`config.mk`:
```
export PLATFORM = sky130hd
export DESIGN_NAME = ddr4_init_seq
export DESIGN_NICKNAME = d
export VERILOG_FILES = /design/src/rtl/ddr4_init_pkg.sv /design/src/rtl/ddr4_init_step_rom.sv /design/src/rtl/ddr4_init_wait_timer.sv /design/src/rtl/ddr4_init_phase_drive.sv /design/src/rtl/ddr4_init_seq.sv
export SDC_FILE = /design/constraint.sdc
export NUM_CORES = 1
export LEC_CHECK = 0
export BUFFER_PORTS_ARGS = -buffer_cell sky130_fd_sc_hd__buf_2
export CAP_MARGIN = 20
export CORE_AREA = 4 4 78 80
export DETAILED_ROUTE_END_ITERATION = 10
export DIE_AREA = 0 0 82 84
export GPL_ROUTABILITY_DRIVEN = 0
export GPL_TIMING_DRIVEN = 0
export MAX_ROUTING_LAYER = met4
export PLACE_DENSITY = 0.74
export SLEW_MARGIN = 20
export SYNTH_ARGS = -nofsm -noshare
export SYNTH_HDL_FRONTEND = slang
export SYNTH_HIERARCHICAL = 1
export SYNTH_SLANG_ARGS = --single-unit
```
`constraint.sdc`:
```
create_clock -name clk -period 5.5 [get_ports clk]
set_clock_uncertainty 0.1 [all_clocks]
set_input_delay 0.825 -clock clk [delete_from_list [all_inputs] [get_ports clk]]
set_output_delay 0.825 -clock clk [all_outputs]
set_load 0.01 [all_outputs]
```
`src/rtl/ddr4_init_pkg.sv`:
```
package ddr4_init_pkg;

    typedef enum logic [1:0] {
        SQ_IDLE,
        SQ_RUN,
        SQ_DONE
    } seq_state_e;

    typedef enum logic [1:0] {
        STEP_POWER,
        STEP_CLKEN,
        STEP_MRS,
        STEP_ZQCL
    } step_kind_e;

    typedef struct packed {
        logic cs;
        logic ras;
        logic cas;
        logic we;
    } mem_cmd_t;

    localparam mem_cmd_t CMD_NOP  = '{cs: 1'b0, ras: 1'b0, cas: 1'b0, we: 1'b0};
    localparam mem_cmd_t CMD_MRS  = '{cs: 1'b1, ras: 1'b1, cas: 1'b1, we: 1'b1};
    localparam mem_cmd_t CMD_ZQCL = '{cs: 1'b1, ras: 1'b0, cas: 1'b0, we: 1'b1};

    // Step numbering: 0 power, 1 clock enable, 2..8 mode registers, 9 ZQ
    localparam int unsigned STEP_W      = 4;
    localparam int unsigned N_MRS       = 7;
    localparam int unsigned STEP_MRS_LO = 2;
    localparam int unsigned STEP_MRS_HI = STEP_MRS_LO + N_MRS - 1;
    localparam int unsigned STEP_LAST   = STEP_MRS_HI + 1;

    // Mode-register write order required by the memory
    function automatic logic [2:0] mrs_bank(input logic [STEP_W-1:0] k);
        logic [2:0] b;
        case (k)
            4'd0:    b = 3'd3;
            4'd1:    b = 3'd6;
            4'd2:    b = 3'd5;
            4'd3:    b = 3'd4;
            4'd4:    b = 3'd2;
            4'd5:    b = 3'd1;
            default: b = 3'd0;
        endcase
        return b;
    endfunction

endpackage

```
`src/rtl/ddr4_init_step_rom.sv`:
```
module ddr4_init_step_rom
    import ddr4_init_pkg::*;
#(
    parameter int ADDR_W = 17,
    parameter int BANK_W = 3,
    parameter int WAIT_W = 16,
    parameter int T_RST  = 50000,
    parameter int T_CKE  = 10000,
    parameter int T_MRD  = 200,
    parameter int T_ZQ   = 200
) (
    input  logic [STEP_W-1:0] step_idx,
    output step_kind_e        kind,
    output mem_cmd_t          cmd,
    output logic [BANK_W-1:0] bank,
    output logic [ADDR_W-1:0] addr,
    output logic [WAIT_W-1:0] wait_cyc
);

    logic [STEP_W-1:0] mrs_k;
    logic [2:0]        mrs_b;

    assign mrs_k = step_idx - STEP_W'(STEP_MRS_LO);
    assign mrs_b = mrs_bank(mrs_k);

    always_comb begin
        kind     = STEP_POWER;
        cmd      = CMD_NOP;
        bank     = '0;
        addr     = '0;
        wait_cyc = '0;
        if (step_idx == '0) begin
            kind     = STEP_POWER;
            wait_cyc = WAIT_W'(T_RST);
        end else if (step_idx == STEP_W'(1)) begin
            kind     = STEP_CLKEN;
            wait_cyc = WAIT_W'(T_CKE);
        end else if (step_idx <= STEP_W'(STEP_MRS_HI)) begin
            kind = STEP_MRS;
            cmd  = CMD_MRS;
            bank = BANK_W'(mrs_b);
            case (mrs_b)
                3'd2:    addr = ADDR_W'(12'h200);
                3'd1:    addr = ADDR_W'(12'h301);
                3'd0:    addr = ADDR_W'(12'h110);
                default: addr = '0;
            endcase
            if (step_idx == STEP_W'(STEP_MRS_HI)) begin
                wait_cyc = WAIT_W'(T_MRD);
            end
        end else begin
            kind     = STEP_ZQCL;
            cmd      = CMD_ZQCL;
            addr     = ADDR_W'(12'h400);
            wait_cyc = WAIT_W'(T_ZQ);
        end
    end

endmodule

```
`src/rtl/ddr4_init_wait_timer.sv`:
```
module ddr4_init_wait_timer #(
    parameter int WAIT_W = 16
) (
    input  logic              clk,
    input  logic              rst,
    input  logic              load,
    input  logic [WAIT_W-1:0] load_val,
    output logic              expired
);

    logic [WAIT_W-1:0] cnt_d, cnt_q;

    always_comb begin
        cnt_d = cnt_q;
        if (load) begin
            cnt_d = load_val;
        end else if (cnt_q != '0) begin
            cnt_d = cnt_q - 1'b1;
        end
    end

    always_ff @(posedge clk) begin
        if (rst) begin
            cnt_q <= '0;
        end else begin
            cnt_q <= cnt_d;
        end
    end

    assign expired = (cnt_q == '0);

endmodule

```
`src/rtl/ddr4_init_phase_drive.sv`:
```
module ddr4_init_phase_drive
    import ddr4_init_pkg::*;
#(
    parameter int NPH    = 4,
    parameter int ADDR_W = 17,
    parameter int BANK_W = 3
) (
    input  logic              clk,
    input  logic              rst,
    input  logic              issue,
    input  mem_cmd_t          cmd_in,
    input  logic [BANK_W-1:0] bank_in,
    input  logic [ADDR_W-1:0] addr_in,
    input  logic              set_power,
    input  logic              set_clken,
    input  logic              set_done,
    output logic              mem_rst_n,
    output logic              mem_cke,
    output logic              mem_odt,
    output logic [NPH-1:0]    ph_cs,
    output logic [NPH-1:0]    ph_ras,
    output logic [NPH-1:0]    ph_cas,
    output logic [NPH-1:0]    ph_we,
    output logic [BANK_W-1:0] cmd_bank,
    output logic [ADDR_W-1:0] cmd_addr,
    output logic              cmd_valid,
    output logic              init_done
);

    typedef struct packed {
        logic              rst_n;
        logic              cke;
        logic              odt;
        logic              done;
        logic              valid;
        mem_cmd_t          cmd;
        logic [BANK_W-1:0] bank;
        logic [ADDR_W-1:0] addr;
    } drv_t;

    drv_t drv_d, drv_q;

    always_comb begin
        drv_d       = drv_q;
        drv_d.valid = issue;
        drv_d.cmd   = issue ? cmd_in  : CMD_NOP;
        drv_d.bank  = issue ? bank_in : '0;
        drv_d.addr  = issue ? addr_in : '0;
        if (set_power) begin
            drv_d.rst_n = 1'b1;
            drv_d.odt   = 1'b1;
        end
        if (set_clken) begin
            drv_d.cke = 1'b1;
        end
        if (set_done) begin
            drv_d.done = 1'b1;
        end
    end

    always_ff @(posedge clk) begin
        if (rst) begin
            drv_q <= '0;
        end else begin
            drv_q <= drv_d;
        end
    end

    assign mem_rst_n = drv_q.rst_n;
    assign mem_cke   = drv_q.cke;
    assign mem_odt   = drv_q.odt;
    assign cmd_bank  = drv_q.bank;
    assign cmd_addr  = drv_q.addr;
    assign cmd_valid = drv_q.valid;
    assign init_done = drv_q.done;

    for (genvar p = 0; p < NPH; p++) begin : g_phase
        if (p == 0) begin : g_live
            assign ph_cs[p]  = drv_q.cmd.cs;
            assign ph_ras[p] = drv_q.cmd.ras;
            assign ph_cas[p] = drv_q.cmd.cas;
            assign ph_we[p]  = drv_q.cmd.we;
        end else begin : g_nop
            assign ph_cs[p]  = 1'b0;
            assign ph_ras[p] = 1'b0;
            assign ph_cas[p] = 1'b0;
            assign ph_we[p]  = 1'b0;
        end
    end

endmodule

```
`src/rtl/ddr4_init_seq.sv`:
```
module ddr4_init_seq
    import ddr4_init_pkg::*;
#(
    parameter int NPH    = 4,
    parameter int ADDR_W = 17,
    parameter int BANK_W = 3,
    parameter int T_RST  = 50000,
    parameter int T_CKE  = 10000,
    parameter int T_MRD  = 200,
    parameter int T_ZQ   = 200
) (
    input  logic              clk,
    input  logic              rst,
    input  logic              start,
    output logic              mem_rst_n,
    output logic              mem_cke,
    output logic              mem_odt,
    output logic [NPH-1:0]    ph_cs,
    output logic [NPH-1:0]    ph_ras,
    output logic [NPH-1:0]    ph_cas,
    output logic [NPH-1:0]    ph_we,
    output logic [BANK_W-1:0] cmd_bank,
    output logic [ADDR_W-1:0] cmd_addr,
    output logic              cmd_valid,
    output logic              init_done
);

    localparam int MAX_A    = (T_RST > T_CKE) ? T_RST : T_CKE;
    localparam int MAX_B    = (T_MRD > T_ZQ)  ? T_MRD : T_ZQ;
    localparam int MAX_WAIT = (MAX_A > MAX_B) ? MAX_A : MAX_B;
    localparam int WAIT_W   = $clog2(MAX_WAIT + 1) < 1 ? 1 : $clog2(MAX_WAIT + 1);

    typedef struct packed {
        seq_state_e        st;
        logic [STEP_W-1:0] step;
    } seq_t;

    seq_t seq_d, seq_q;

    logic              fire;
    logic              set_done;
    logic [STEP_W-1:0] idx;
    logic              expired;
    step_kind_e        kind;
    mem_cmd_t          rom_cmd;
    logic [BANK_W-1:0] rom_bank;
    logic [ADDR_W-1:0] rom_addr;
    logic [WAIT_W-1:0] rom_wait;

    always_comb begin
        seq_d    = seq_q;
        fire     = 1'b0;
        set_done = 1'b0;
        idx      = '0;
        unique case (seq_q.st)
            SQ_IDLE: begin
                if (start) begin
                    fire       = 1'b1;
                    seq_d.st   = SQ_RUN;
                    seq_d.step = '0;
                end
            end
            SQ_RUN: begin
                if (expired) begin
                    if (seq_q.step == STEP_W'(STEP_LAST)) begin
                        seq_d.st = SQ_DONE;
                        set_done = 1'b1;
                    end else begin
                        fire       = 1'b1;
                        idx        = seq_q.step + 1'b1;
                        seq_d.step = idx;
                    end
                end
            end
            default: begin
                seq_d = seq_q;
            end
        endcase
    end

    always_ff @(posedge clk) begin
        if (rst) begin
            seq_q <= '{st: SQ_IDLE, step: '0};
        end else begin
            seq_q <= seq_d;
        end
    end

    ddr4_init_step_rom #(
        .ADDR_W (ADDR_W),
        .BANK_W (BANK_W),
        .WAIT_W (WAIT_W),
        .T_RST  (T_RST),
        .T_CKE  (T_CKE),
        .T_MRD  (T_MRD),
        .T_ZQ   (T_ZQ)
    ) u_rom (
        .step_idx (idx),
        .kind     (kind),
        .cmd      (rom_cmd),
        .bank     (rom_bank),
        .addr     (rom_addr),
        .wait_cyc (rom_wait)
    );

    ddr4_init_wait_timer #(
        .WAIT_W (WAIT_W)
    ) u_timer (
        .clk      (clk),
        .rst      (rst),
        .load     (fire),
        .load_val (rom_wait),
        .expired  (expired)
    );

    ddr4_init_phase_drive #(
        .NPH    (NPH),
        .ADDR_W (ADDR_W),
        .BANK_W (BANK_W)
    ) u_drive (
        .clk       (clk),
        .rst       (rst),
        .issue     (fire && (kind == STEP_MRS || kind == STEP_ZQCL)),
        .cmd_in    (rom_cmd),
        .bank_in   (rom_bank),
        .addr_in   (rom_addr),
        .set_power (fire && kind == STEP_POWER),
        .set_clken (fire && kind == STEP_CLKEN),
        .set_done  (set_done),
        .mem_rst_n (mem_rst_n),
        .mem_cke   (mem_cke),
        .mem_odt   (mem_odt),
        .ph_cs     (ph_cs),
        .ph_ras    (ph_ras),
        .ph_cas    (ph_cas),
        .ph_we     (ph_we),
        .cmd_bank  (cmd_bank),
        .cmd_addr  (cmd_addr),
        .cmd_valid (cmd_valid),
        .init_done (init_done)
    );

endmodule

```
==> results of run 1 <==
## placed cells by master (no fill, tap or decap), drive strengths merged, types with 7 or more instances in the layout
cell and count:
nor3 9, dfxtp 50, clkbuf 11, inv 10
o21ai 16, nor4 7, buf 80, xnor2 9
nand2 17, and3b 26, a21oi 10, nand3 8
nor2 15, conb 30
## worst min path at each step
stage	end	cells past startpoint
2_1_floorplan	seq_q[1]$_SDFFE_PP0P_	2
3_3_place_gp	u_drive/init_done$_SDFFE_PP0P_	1
5_1_grt	u_drive/init_done$_SDFFE_PP0P_	1
6_report	u_drive/init_done$_SDFFE_PP0P_	1
3_5_place_dp	u_drive/init_done$_SDFFE_PP0P_	1
4_1_cts	u_drive/mem_cke$_SDFFE_PP0P_	1
## power by group
| group | switching [uW] | total [uW] | internal [uW] |
|---|---|---|---|
| combinational | 136 | 257 | 121 |
| sequential | 31.7 | 421 | 390 |
| clock | 123 | 224 | 101 |
## layout make-up
class	instances	area, sq um
fill	500	2180
multi-input combinational	218	1460
sequential	50	1000
buffer	54	389
timing repair buffer	31	155
tap	72	90.1
clock buffer	6	82.6
inverter	10	37.5
clock inverter	2	12.5
## cell usage after synthesis (2+ instances only)
| master | count |
|---|---|
| nor3_1 | 9 |
| o21ba_2 | 4 |
| buf_6 | 4 |
| o21ai_0 | 9 |
| dfxtp_1 | 50 |
| nor4_1 | 5 |
| o221ai_1 | 2 |
| buf_4 | 40 |
| o21ai_1 | 5 |
| buf_2 | 5 |
| clkbuf_1 | 5 |
| nand3_1 | 8 |
| a21boi_0 | 2 |
| ha_1 | 4 |
| nand3b_1 | 2 |
| o21ai_4 | 2 |
| and3b_2 | 6 |
| or4_4 | 2 |
| and3_1 | 2 |
| inv_1 | 10 |
| nor2b_1 | 6 |
| nor2_1 | 13 |
| a221oi_1 | 2 |
| xnor2_1 | 9 |
| or4_2 | 2 |
| nand2b_1 | 4 |
| a31oi_1 | 2 |
| a221o_1 | 2 |
| nand4_1 | 3 |
| or3_1 | 2 |
| nor4_4 | 2 |
| and2_1 | 2 |
| o31ai_1 | 3 |
| nor2_2 | 2 |
| nor3b_1 | 2 |
| xor2_1 | 2 |
| conb_1 | 2 |
| nand2_1 | 17 |
| a21oi_1 | 10 |
| and3b_1 | 20 |
## metrics by stage
| stage | hold slack [ns] | util | total power (uW) | area (sq um) |
|---|---|---|---|---|
| 6_report | 0.391 | 0.597 | 903 | 3230 |
| 5_1_grt | 0.418 | 0.597 | 963 | 3230 |
| 4_1_cts | 0.394 | 0.597 | 913 | 3230 |
| 3_5_place_dp | 0.369 | 0.580 | 685 | 3130 |
| 3_3_place_gp | 0.362 | 0.580 | 679 | 3130 |
| 2_1_floorplan | 0.384 | - | 640 | 2890 |
## per-layer routing
layer	share of wire	GRT usage
met1	0.47	0.218
met2	0.48	0.276
met3	0.042	0.0356
met4	0.013	0.0680
met5	0	-
## cells by family after synthesis
family,count (synthesis),synth area share
other,2,0.00270
muxes,2,0.00764
and+or+nand+nor,119,0.291
adders and majority gates,4,0.0180
DFF,50,0.360
xor gates and xnor gates,11,0.0346
AOI/OAI and AO/OA,52,0.133
buffers and inverters,64,0.153
## sequential cells by signal, indices dropped and copies added (netlist names)
signal             count
seq_q                  6
u_drive/cmd_addr      17
u_drive/cmd_bank       3
u_drive/cmd_valid      1
u_drive/init_done      1
u_drive/mem_cke        1
u_drive/mem_odt        1
u_drive/ph_cas         1
u_drive/ph_cs          1
u_drive/ph_ras         1
u_drive/ph_we          1
u_timer/cnt_q         16
## critical path: cells and delay by family, from the launching register on
family	cells	cell delay, ns
AND/OR/NAND/NOR	6	2.25
buffers and inverters	3	0.31
AO/OA/AOI/OAI	2	0.55
flip-flops	1	0.34
adder cells (fa/ha/maj)	2	0.54
==> results.sh, run 1 <==
export IMPL_path_class="reg2reg"
export IMPL_grt_max_degree=16
export IMPL_grt_pass1_wl_um=9270
export IMPL_crit_required_ns=5.65
export IMPL_cp_cell_sequence="inv_1 > ha_1 > or3b_2 > or4_4 > nor2_1 > nand3_1 > nor2_1 > buf_6 > inv_1 > ha_1 > a221o_1 > o21ai_1 > and3b_1"
export IMPL_synth_warnings=6
export IMPL_route_detailed_wl_per_inst_um=12.0
export IMPL_syn_avg_cell_area_sq_um=9.16
export IMPL_cellLeakagePower_uw=0.00155
export IMPL_yosysTopAreaCellShare=0.360
export IMPL_hold_violations=0
export IMPL_start_kind="flop"
export IMPL_arrival_ns=4.30
export IMPL_num_vias=2185
export IMPL_dr_pass1_iters=4
export IMPL_die_x_um=82
export IMPL_drv_cap=0
export IMPL_final_min_clock_period_ns=4.14
export IMPL_h_tree_depth=2
export IMPL_maxSlewHeadroom=0.363
export IMPL_end_kind="flop"
export IMPL_fin_nets=377
export IMPL_antenna_found_initial=0
export IMPL_drt_wl_total_um=5300
export IMPL_hold_path_startpoint="u_drive/init_done$_SDFFE_PP0P_"
export IMPL_cts_resized=0
export IMPL_setup_slack_ns=1.36
export IMPL_timing_fmax_ghz=0.241
export IMPL_drive_gt1_frac=0.307
export IMPL_cts_root_buffer="clkbuf_8"
export IMPL_max_clock_path_buffers=2
export IMPL_synth_edf_count=0
export IMPL_synthTopCellsByArea="dfxtp_1 (36%), buf_4 (11%), and3b_1 (6.3%), xnor2_1 (2.8%), nand2_1 (2.3%)"
export IMPL_cts_tree="built"
export IMPL_period_share=0.754
export IMPL_cp_startpoint="u_timer/cnt_q[0]$_SDFFE_PP0P_"
export IMPL_cts_clk_slew_worst_paths_ns=0.09
export IMPL_vdd_drop_max_mv=0.136
export IMPL_instances_no_fill=443
export IMPL_drt_iter0_drc=88
export IMPL_n_antenna_cell=0
export IMPL_tightest_slew_ns=0.947
export IMPL_numClockSinks=50
export IMPL_start_util=0.515
export IMPL_grt_usage=0.176
export IMPL_cts_buffers_inserted=5
export IMPL_r2r_cells=13
export IMPL_grt_ovfl_total=0
export IMPL_place_ws_ns=1.42
export IMPL_syn_area_sq_um=2780
export IMPL_die_area_sq_um=6890
export IMPL_die_h_um=84
export IMPL_synthCells=304
export IMPL_regToRegSetupSlack_ns=1.36
export IMPL_yosysTopAreaCell="dfxtp_1"
export IMPL_grt_setup_unrepaired="false"
export IMPL_hp_class="reg2reg"
export IMPL_async_flop_share=0
export IMPL_port_buffers=31
export IMPL_ys_seq_area_frac=0.360
export IMPL_coreArea_sq_um=5410
export IMPL_slowest_delay_ns=0.60
export IMPL_post_cts_buffers=0
export IMPL_finalSetupViolCount=0
export IMPL_drcViolationCount=0
export IMPL_ys_types=61
export IMPL_powerDensity_nw_per_um2=280
export IMPL_status="completed"
export IMPL_dp_cells=435
export IMPL_crit_path_end="u_drive/cmd_addr[4]$_SDFF_PP0_"
export IMPL_slowest_stage="or4_4"
export IMPL_ys_seq_elements=50
export IMPL_tns_ns=0
export IMPL_row_count=27
export IMPL_grt_pass1_vias=2004
export IMPL_slew_violations=0
export IMPL_insertion_delay_ns=0.31
export IMPL_viasPerCell=4.93
export IMPL_hold_buffers=0
export IMPL_hpwl_um=3920
export IMPL_areaGrowthSynthToFinish_pct=16.0
export IMPL_final_antenna_net_count=0
export IMPL_worstPathMaxFanout=10
export IMPL_rr_endpoint="u_drive/cmd_addr[4]$_SDFF_PP0_"
export IMPL_num_io_pins=44
export IMPL_synthFlopType="dfxtp_1"
export IMPL_r2r_start="u_timer/cnt_q[0]$_SDFFE_PP0P_"
Note: power is estimated with default switching activity, not from simulation.
==> run 2, diff against run 1 <==
--- a/config.mk
+++ b/config.mk
@@ -5,15 +5,16 @@
 export SDC_FILE = /design/constraint.sdc
 export NUM_CORES = 1
 export LEC_CHECK = 0
+export ABC_AREA = 1
 export BUFFER_PORTS_ARGS = -buffer_cell sky130_fd_sc_hd__buf_2
 export CAP_MARGIN = 20
-export CORE_AREA = 4 4 78 80
+export CORE_AREA = 4 4 80 82
 export DETAILED_ROUTE_END_ITERATION = 10
-export DIE_AREA = 0 0 82 84
+export DIE_AREA = 0 0 84 86
 export GPL_ROUTABILITY_DRIVEN = 0
 export GPL_TIMING_DRIVEN = 0
 export MAX_ROUTING_LAYER = met4
-export PLACE_DENSITY = 0.74
+export PLACE_DENSITY = 0.73
 export SLEW_MARGIN = 20
 export SYNTH_ARGS = -nofsm -noshare
 export SYNTH_HDL_FRONTEND = slang
==> constraint.sdc (replaced) <==
create_clock -name clk -period 4.3 [get_ports clk]
set_clock_uncertainty 0.1 [all_clocks]
set_input_delay 0.645 -clock clk [delete_from_list [all_inputs] [get_ports clk]]
set_output_delay 0.645 -clock clk [all_outputs]
set_load 0.01 [all_outputs]
==> run 2 against run 1 <==
Net effect:
- sequential power is 25% higher
- synthesized area up 5.3%
- via count rose by 9.3%
- die area grew 4.9%
- hold slack lost 0.014 ns
- count of clock-buffer cells in the layout fell by 1
- sequential share of layout area shrank 1.3 points
- cell count rose by 27%
- largest power group unchanged
==> results.sh, run 2 <==
export IMPL_start_kind="flop"
export IMPL_final_min_clock_period_ns=3.11
export IMPL_async_flop_share=0
export IMPL_final_antenna_net_count=0
export IMPL_worstPathMaxFanout=10
export IMPL_rr_endpoint="u_drive/cmd_addr[0]$_SDFF_PP0_"
export IMPL_multi_input_area_sq_um=1440
export IMPL_slowest_delay_ns=0.35
export IMPL_yosysTopAreaCell="dfxtp_1"
export IMPL_grt_setup_unrepaired="false"
export IMPL_timing_fmax_ghz=0.322
export IMPL_hpwl_um=4150
export IMPL_synthTopCellsByArea="dfxtp_1 (34%), nor2_1 (11%), buf_4 (10%), nand2_1 (9.5%), inv_1 (8.3%)"
export IMPL_r2r_start="u_timer/cnt_q[0]$_SDFFE_PP0P_"
export IMPL_end_kind="flop"
export IMPL_die_x_um=84
export IMPL_fin_nets=495
export IMPL_place_ws_ns=1.18
export IMPL_hold_violations=0
export IMPL_num_vias=2389
export IMPL_antenna_found_initial=0
export IMPL_final_cell_mix="nor2_1 (85), nand2_1 (74), inv_1 (65)"
export IMPL_synth_warnings=6
export IMPL_yosysMostFrequentCell="nor2_1"
export IMPL_synthFlopType="dfxtp_1"
export IMPL_cp_num_buf_inv=6
export IMPL_grt_max_degree=16
export IMPL_cts_clk_slew_worst_paths_ns=0.09
export IMPL_viasPerCell=4.24
export IMPL_row_count=28
export IMPL_drive_gt1_frac=0.254
export IMPL_dr_pass1_iters=4
export IMPL_drt_wl_total_um=5240
export IMPL_n_antenna_cell=0
export IMPL_route_detailed_wl_per_inst_um=9.31
export IMPL_ys_seq_area_frac=0.341
export IMPL_coreArea_sq_um=5750
export IMPL_start_util=0.510
export IMPL_cellLeakagePower_uw=0.00177
export IMPL_synth_edf_count=0
export IMPL_hold_path_startpoint="u_drive/mem_cke$_SDFFE_PP0P_"
export IMPL_port_buffers=31
export IMPL_num_io_pins=44
export IMPL_die_area_sq_um=7220
export IMPL_period_share=0.723
export IMPL_ys_seq_elements=50
export IMPL_synthTopCellsByCount="nor2_1 (85), nand2_1 (74), inv_1 (65), dfxtp_1 (50), buf_4 (39)"
export IMPL_cts_tree="built"
export IMPL_vdd_drop_max_mv=0.168
export IMPL_hp_class="reg2reg"
export IMPL_max_clock_path_buffers=2
export IMPL_h_tree_depth=2
export IMPL_areaGrowthSynthToFinish_pct=14.9
export IMPL_synthCells=422
export IMPL_grt_pass1_vias=2309
export IMPL_status="completed"
export IMPL_tns_ns=0
export IMPL_fillers=538
export IMPL_slowest_stage="dfxtp_1"
export IMPL_yosysTopAreaCellShare=0.341
export IMPL_regToRegSetupSlack_ns=1.19
export IMPL_hold_path_end="u_drive/mem_cke$_SDFFE_PP0P_"
export IMPL_die_h_um=86
export IMPL_grt_ovfl_total=0
export IMPL_syn_avg_cell_area_sq_um=6.95
export IMPL_slew_violations=0
export IMPL_grt_usage=0.165
export IMPL_powerDensity_nw_per_um2=338
export IMPL_ys_types=35
export IMPL_grt_pass1_wl_um=9670
export IMPL_drt_iter0_drc=118
export IMPL_critical_path_top_delay_family="simple AND/OR/NAND/NOR gates"
export IMPL_cp_cell_sequence="inv_1 > ha_1 > nand2_4 > nor2_8 > nand4_4 > inv_2 > nand3_1 > nor2_4 > nor2_4 > nor2_1 > nor2_1 > inv_1 > buf_4 > inv_1 > nor2_1 > nand2_4 > buf_6 > nor2_1"
export IMPL_hold_path_depth=2
export IMPL_finalSetupViolCount=0
export IMPL_cpMostUsedCell="nor2_1"
export IMPL_drcViolationCount=0
export IMPL_cts_buffers_inserted=5
export IMPL_post_cts_buffers=0
export IMPL_arrival_ns=3.25
export IMPL_insertion_delay_ns=0.30
export IMPL_hold_buffers=0
export IMPL_cts_resized=0
export IMPL_syn_area_sq_um=2930
export IMPL_final_common_cell="nor2_1"
export IMPL_cts_root_buffer="clkbuf_8"
export IMPL_crit_required_ns=4.44
export IMPL_path_class="reg2reg"
export IMPL_drv_cap=0
export IMPL_r2r_cells=18
export IMPL_numClockSinks=50
export IMPL_regArea_sq_um=1000
export IMPL_setup_slack_ns=1.19
export IMPL_largest_reg_flops=17
[run 2: cell type report]
type                       instances  share of cell area
buffer                            46               0.101
clock inverter                     2             0.00445
multi-input combinational        285               0.427
tap                               75              0.0278
inverter                          69              0.0768
clock buffer                       5              0.0204
sequential                        50               0.297
timing repair buffer              31              0.0460
[run 2: stage by stage]
stage	cell area, sq um	power (uW)	util	cells	hold WS (ns)
after global routing	3370	1230	0.587	563	0.409
after global placement	3290	879	0.572	556	0.345
after floorplan	3040	827	-	450	0.364
after detailed placement	3290	885	0.572	556	0.361
after CTS	3370	1150	0.587	563	0.383
final	3370	1140	0.587	563	0.377
[run 2: how the worst max path moves through the flow]
stage / startpoint / end / depth (start not counted) / slack (ns)
after floorplan: u_timer/cnt_q[0]$_SDFFE_PP0P_ / u_drive/cmd_addr[4]$_SDFF_PP0_ / 19 / 1.65
after global placement: u_timer/cnt_q[0]$_SDFFE_PP0P_ / u_drive/ph_cs[0]$_SDFF_PP0_ / 18 / 1.20
after detailed placement: u_timer/cnt_q[0]$_SDFFE_PP0P_ / u_drive/cmd_addr[0]$_SDFF_PP0_ / 18 / 1.18
after CTS: u_timer/cnt_q[0]$_SDFFE_PP0P_ / u_drive/cmd_addr[0]$_SDFF_PP0_ / 18 / 1.14
after global routing: u_timer/cnt_q[0]$_SDFFE_PP0P_ / u_drive/ph_cs[0]$_SDFF_PP0_ / 18 / 0.83
final: u_timer/cnt_q[0]$_SDFFE_PP0P_ / u_drive/cmd_addr[0]$_SDFF_PP0_ / 18 / 1.19
[run 2: routing by layer]
metal  part of all wire  vias to the layer above  global-route usage  wire length, um
met5                  0                        -                   -                0
li1                   -                     1316                   -                -
met1               0.45                     1014               0.185             2340
met3              0.038                        8              0.0307              200
met4              0.017                        0              0.0482               88
met2               0.50                       51               0.299             2610
[run 2: power by group]
group          switching, uW  total (uW)  internal (uW)  leakage [uW]
Sequential              32.1         526            493      0.000407
Clock                    153         264            111     0.0000362
Combinational            213         349            136       0.00133
[run 2: worst register-to-register path, cell delays in order, from the launching register on]
cell,delay (ns)
dfxtp_1,0.35
inv_1,0.10
ha_1,0.23
nand2_4,0.12
nor2_8,0.16
nand4_4,0.16
inv_2,0.13
nand3_1,0.13
nor2_4,0.19
nor2_4,0.07
nor2_1,0.25
nor2_1,0.20
inv_1,0.17
buf_4,0.13
inv_1,0.04
nor2_1,0.18
nand2_4,0.11
buf_6,0.15
nor2_1,0.09
[run 2: cell families (layout without fill, tap and decap cells)]
kind of cell,count (synthesis),after routing,share of synthesized area
AO/OA/AOI/OAI,17,17,0.0324
XOR/XNOR,8,8,0.0265
buffers and inverters,115,153,0.204
flip-flops,50,50,0.341
AND/OR/NAND/NOR,226,226,0.376
other,2,30,0.00256
adder cells (fa/ha/maj),4,4,0.0171
